### config.mk
export PLATFORM = sky130hd
export DESIGN_NAME = cpu_int_level
export DESIGN_NICKNAME = d
export VERILOG_FILES = /design/src/rtl/cpu_lvl_pkg.sv /design/src/rtl/cpu_lvl_ctrl.sv /design/src/rtl/cpu_lvl_datapath.sv /design/src/rtl/cpu_int_level.sv
export SDC_FILE = /design/constraint.sdc
export NUM_CORES = 1
export LEC_CHECK = 0
export ABC_AREA = 1
export CORE_MARGIN = 8
export CORE_UTILIZATION = 50
export CTS_CLUSTER_SIZE = 30
export DETAILED_ROUTE_END_ITERATION = 10
export DONT_BUFFER_PORTS = 1
export PLACE_DENSITY = 0.76
export RECOVER_POWER = 25
export REMOVE_ABC_BUFFERS = 1
export SLEW_MARGIN = 20
export SYNTH_ARGS = -nofsm -noshare
export SYNTH_HDL_FRONTEND = slang
export SYNTH_HIERARCHICAL = 1
export SYNTH_SLANG_ARGS = --single-unit
### constraint.sdc
create_clock -name clk -period 1.2 [get_ports clk]
set_input_delay 0.12 -clock clk [delete_from_list [all_inputs] [get_ports clk]]
set_output_delay 0.12 -clock clk [all_outputs]
set_load 0.005 [all_outputs]
### src/rtl/cpu_lvl_pkg.sv
package cpu_lvl_pkg;
  localparam int DATA_W     = 32;
  localparam int NUM_LVL    = 16;
  localparam int ADDR_W     = 2;
  localparam int SOFT_SHIFT = 16;
  localparam int SOFT_LSB   = SOFT_SHIFT + 1;
  localparam int TIMER_BIT  = 14;
  localparam int BCAST_BIT  = 15;

  localparam logic [DATA_W-1:0] SOFT_MASK = ~((32'd1 << SOFT_LSB) - 32'd1);
  localparam logic [DATA_W-1:0] CLR_MASK  = SOFT_MASK | (32'd1 << BCAST_BIT);
  localparam logic [DATA_W-1:0] DISP_MASK = ((32'd1 << TIMER_BIT) - 32'd1) & ~32'd1;

  localparam logic [ADDR_W-1:0] OFS_PEND = 2'd0;
  localparam logic [ADDR_W-1:0] OFS_CLR  = 2'd1;
  localparam logic [ADDR_W-1:0] OFS_SET  = 2'd2;

  typedef struct packed {
    logic              setSoft;
    logic              clrPend;
    logic [DATA_W-1:0] data;
  } strobe_t;
endpackage

### src/rtl/cpu_lvl_ctrl.sv
module cpu_lvl_ctrl
  import cpu_lvl_pkg::*;
(
  input  logic              busSel,
  input  logic              busWr,
  input  logic [ADDR_W-1:0] busAddr,
  input  logic [DATA_W-1:0] busWdata,
  input  logic [DATA_W-1:0] pendWord,
  output strobe_t           strb,
  output logic [DATA_W-1:0] busRdata
);
  logic wrHit;
  assign wrHit = busSel && busWr;

  always_comb begin
    strb.setSoft = wrHit && (busAddr == OFS_SET);
    strb.clrPend = wrHit && (busAddr == OFS_CLR);
    if (strb.setSoft) strb.data = busWdata & SOFT_MASK;
    else if (strb.clrPend) strb.data = busWdata & CLR_MASK;
    else strb.data = '0;
  end

  assign busRdata = (busAddr == OFS_PEND) ? pendWord : '0;
endmodule

### src/rtl/cpu_lvl_datapath.sv
module cpu_lvl_datapath
  import cpu_lvl_pkg::*;
(
  input  logic               clk,
  input  logic               rst_n,
  input  strobe_t            strb,
  input  logic [NUM_LVL-1:0] hardLvl,
  input  logic               bcast15,
  input  logic               masterOff,
  input  logic               timerIn,
  output logic [DATA_W-1:0]  pendWord,
  output logic [NUM_LVL-1:0] levelOut
);
  logic [DATA_W-1:0]  softQ, softNext;
  logic [NUM_LVL-1:0] hardQ, levelNext;
  logic               bcastQ, bcastPrev, timerQ, bcastNext;

  always_comb begin
    softNext = softQ;
    if (strb.setSoft) softNext = softNext | strb.data;
    if (strb.clrPend) softNext = softNext & ~strb.data;
    softNext = softNext & SOFT_MASK;
    bcastNext = bcastQ;
    if (bcast15 && !bcastPrev) bcastNext = 1'b1;
    else if (!bcast15 && bcastPrev) bcastNext = 1'b0;
    else if (strb.clrPend && strb.data[BCAST_BIT]) bcastNext = 1'b0;
  end

  always_ff @(posedge clk) begin
    if (!rst_n) begin
      softQ     <= '0;
      hardQ     <= '0;
      bcastQ    <= 1'b0;
      bcastPrev <= 1'b0;
      timerQ    <= 1'b0;
    end else begin
      softQ     <= softNext;
      hardQ     <= {hardLvl[NUM_LVL-1:1], 1'b0};
      bcastQ    <= bcastNext;
      bcastPrev <= bcast15;
      timerQ    <= timerIn;
    end
  end

  always_comb begin
    pendWord = softQ | ({{(DATA_W-NUM_LVL){1'b0}}, hardQ} & DISP_MASK);
    pendWord[BCAST_BIT] = bcastQ;
    pendWord[TIMER_BIT] = timerQ;
  end

  genvar g;
  generate
    for (g = 0; g < NUM_LVL; g++) begin : g_line
      if (g == 0) begin : g_zero
        assign levelNext[g] = 1'b0;
      end else if (g >= TIMER_BIT) begin : g_gated
        assign levelNext[g] = hardQ[g] | softQ[g+SOFT_SHIFT] | (pendWord[g] & ~masterOff);
      end else begin : g_plain
        assign levelNext[g] = hardQ[g] | softQ[g+SOFT_SHIFT];
      end
    end
  endgenerate

  always_ff @(posedge clk) begin
    if (!rst_n) levelOut <= '0;
    else        levelOut <= levelNext;
  end

  a_r2_set_takes: assert property (@(posedge clk) disable iff (!rst_n)
    strb.setSoft |=> ((pendWord & $past(strb.data)) == $past(strb.data)));

  a_r3_clr_takes: assert property (@(posedge clk) disable iff (!rst_n)
    strb.clrPend |=> ((pendWord & $past(strb.data) & SOFT_MASK) == '0));

  a_r7_soft_hold: assert property (@(posedge clk) disable iff (!rst_n)
    !strb.clrPend |=> ((pendWord & $past(pendWord) & SOFT_MASK) == ($past(pendWord) & SOFT_MASK)));

  a_r4_timer_pass: assert property (@(posedge clk) disable iff (!rst_n)
    (timerQ && !masterOff) |=> levelOut[TIMER_BIT]);

  a_r4_timer_block: assert property (@(posedge clk) disable iff (!rst_n)
    (masterOff && !hardQ[TIMER_BIT] && !softQ[TIMER_BIT+SOFT_SHIFT]) |=> !levelOut[TIMER_BIT]);
endmodule

### src/rtl/cpu_int_level.sv
module cpu_int_level
  import cpu_lvl_pkg::*;
(
  input  logic               clk,
  input  logic               rst_n,
  input  logic [NUM_LVL-1:0] hardLvl,
  input  logic               bcast15,
  input  logic               masterOff,
  input  logic               timerIn,
  input  logic               busSel,
  input  logic               busWr,
  input  logic [ADDR_W-1:0]  busAddr,
  input  logic [DATA_W-1:0]  busWdata,
  output logic [DATA_W-1:0]  busRdata,
  output logic [NUM_LVL-1:0] levelOut
);
  strobe_t           strb;
  logic [DATA_W-1:0] pendWord;

  cpu_lvl_ctrl i_ctrl (
    .busSel(busSel), .busWr(busWr), .busAddr(busAddr), .busWdata(busWdata),
    .pendWord(pendWord), .strb(strb), .busRdata(busRdata)
  );

  cpu_lvl_datapath i_dp (
    .clk(clk), .rst_n(rst_n), .strb(strb), .hardLvl(hardLvl), .bcast15(bcast15),
    .masterOff(masterOff), .timerIn(timerIn), .pendWord(pendWord), .levelOut(levelOut)
  );
endmodule

==> impl_metrics.py <==
metrics = {
    "power_and_ir_drop": {
        "p_per_area_nw_per_um2": 1180,
        "power_mw": 2.94,
        "ir_drop_mv": 0.582,
        "p_leak_nw": 1.20,
    },
    "clock_tree": {
        "numClockSinks": 48,
        "clockRootBuffer": "clkbuf_8",
        "cts_tree": "built",
        "h-tree-depth": 2,
        "cts.repair.resized": 0,
        "hold_buffers": 19,
        "cts.clk_slew.worst_paths_ns": 0.08,
        "cts_inserted_buffers": 5,
        "cts_setup_buffers": 0,
        "clock_latency_ns": 0.29,
        "clock_tree.buffer_depth": 2,
    },
    "grt": {
        "grt_pass1_wl_um": 8600,
        "antenna_found_initial": 0,
        "grt_use_total_pct": 14.7,
        "overflow": 0,
        "first_global_vias": 1880,
        "grt_max_degree": 33,
    },
    "setup_path": {
        "start_kind": "input pin",
        "worstSetupEndpointType": "flip-flop",
        "critPathSlowestCell": "dlygate4sd3_1",
        "crit_top_cell": "dlygate4sd3_1",
        "path_cells": "dlygate4sd3_1, nand2_1, dlygate4sd3_1, inv_1",
        "crit_type": "input pin to flip-flop",
        "critical_path_cell_count": 4,
        "arrival_ns": 1.29,
        "cpPeakStageDelay_ns": 0.54,
        "crit_buf_inv": 3,
        "crit_family": "buffers and inverters",
        "cp_max_fo": 1,
        "r2r_cells": 4,
        "cp.required_ns": 1.40,
    },
    "floorplanning": {
        "die_w_um": 84.3,
        "start_util_pct": 50.8,
        "io_pins": 105,
        "die_area_um2": 7110,
        "rows": 25,
        "die_h_um": 84.3,
        "core_um2": 4600,
    },
    "final_layout": {
        "nets": 401,
        "drive_above_1_share_pct": 9.30,
        "final_util_pct": 54.2,
        "antenna_cells": 0,
        "syn2layout_area_growth_pct": 6.70,
    },
    "run": {
        "max_cap_viol_count": 0,
    },
    "detailed_routing": {
        "vias": 1892,
        "via_per_inst": 4.75,
        "route.detailed.drc": 0,
        "wirelength_um": 5280,
        "first_pass_iters": 4,
        "avgRoutedWirePerCell_um": 13.3,
        "drtAntennaViolNets": 0,
        "drt_iter0_drc": 97,
    },
    "timing": {
        "period_needed_ns": 1.09,
        "setup_violations": 0,
        "hold_viol": 0,
        "max_clock_freq_mhz": 920,
        "skew_ns": 0.00246,
        "slew_viol_final": 0,
        "grt_setup_unrepaired": "no",
        "finalCritPeriodShare_pct": 90.6,
    },
    "hold_path": {
        "min_path_cells": 3,
        "worstHoldPathType": "input pin to flip-flop",
    },
    "placement": {
        "hpwl_um": 3610,
        "io_buffers": 0,
        "gp_congestion": 0.671,
    },
    "synthesis": {
        "syn_area_per_cell_um2": 6.87,
        "syn_area_um2": 2330,
        "yosys_warnings": 6,
        "syn_inst": 340,
    },
    "status": {
        "status": "complete, no violations",
    },
}
[power by group]
| group | switching (mW) | internal [mW] | total, mW |
|---|---|---|---|
| Clock | 0.496 | 0.470 | 0.966 |
| Combinational | 0.173 | 0.124 | 0.297 |
| Sequential | 0.0288 | 1.65 | 1.68 |
| Total | 0.697 | 2.24 | 2.94 |
[layout make-up]
type	instances	area [µm²]
clock buffer	8	90.1
fill	426	2110
inverter	58	218
timing repair buffer	28	280
multi-input combinational	202	875
sequential	48	961
tap	54	67.6
[state kept, by name, indices dropped and copies added (netlist names)]
register        cells
i_dp/bcastPrev      1
i_dp/bcastQ         1
i_dp/hardQ         15
i_dp/levelOut      15
i_dp/softQ         15
i_dp/timerQ         1
[final timing paths]
kind	startpoint	to	slack [ns]
worst min-delay path	masterOff	i_dp/levelOut[14]	0.009
worst max-delay path	hardLvl[7]	i_dp/hardQ[7]	0.11
worst min register to register	i_dp/timerQ	i_dp/levelOut[14]	0.46
worst max register to register	i_dp/bcastPrev	i_dp/bcastQ	0.26
[layer usage]
layer | part of all wire, % | track usage [%] | up-vias
li1 | - | - | 990
met1 | 40 | 14.4 | 822
met2 | 50 | 25.6 | 76
met3 | 10 | 8.23 | 4
met4 | 0.76 | 4.78 | 0
met5 | 0 | 0 | -
[per-stage QoR]
step / setup TNS (ns) / cell area [µm²] / cells / setup WS (ns) / hold slack, ns
6_report: 0 / 2490 / 398 / 0.113 / 0.00938
5_1_grt: 0 / 2490 / 398 / 0.129 / 0.00229
4_1_cts: 0 / 2490 / 398 / 0.125 / 0.00584
3_5_place_dp: 0 / 2200 / 371 / 0.182 / 0.222
3_3_place_gp: 0 / 2200 / 371 / 0.202 / 0.218
2_1_floorplan: -4.18 / 2050 / 308 / -0.393 / 0.213
[worst min-delay path, stage by stage]
cell     delay [ns]
inv_1          0.04
nand2_1        0.05
a21oi_1        0.05
[cells in the final DEF, fill, tap and decap left out]
| cell | count |
|---|---|
| nand2_1 | 59 |
| conb_1 | 3 |
| inv_2 | 3 |
| inv_1 | 55 |
| buf_4 | 8 |
| ha_1 | 1 |
| clkbuf_1 | 2 |
| a21oi_1 | 18 |
| nor2_1 | 77 |
| dfxtp_1 | 48 |
| nand3_1 | 31 |
| buf_12 | 2 |
| nor3_2 | 1 |
| dlygate4sd3_1 | 18 |
| nor2_4 | 2 |
| nand2_2 | 10 |
| clkbuf_8 | 6 |
Note: power is estimated with default switching activity, not from simulation.
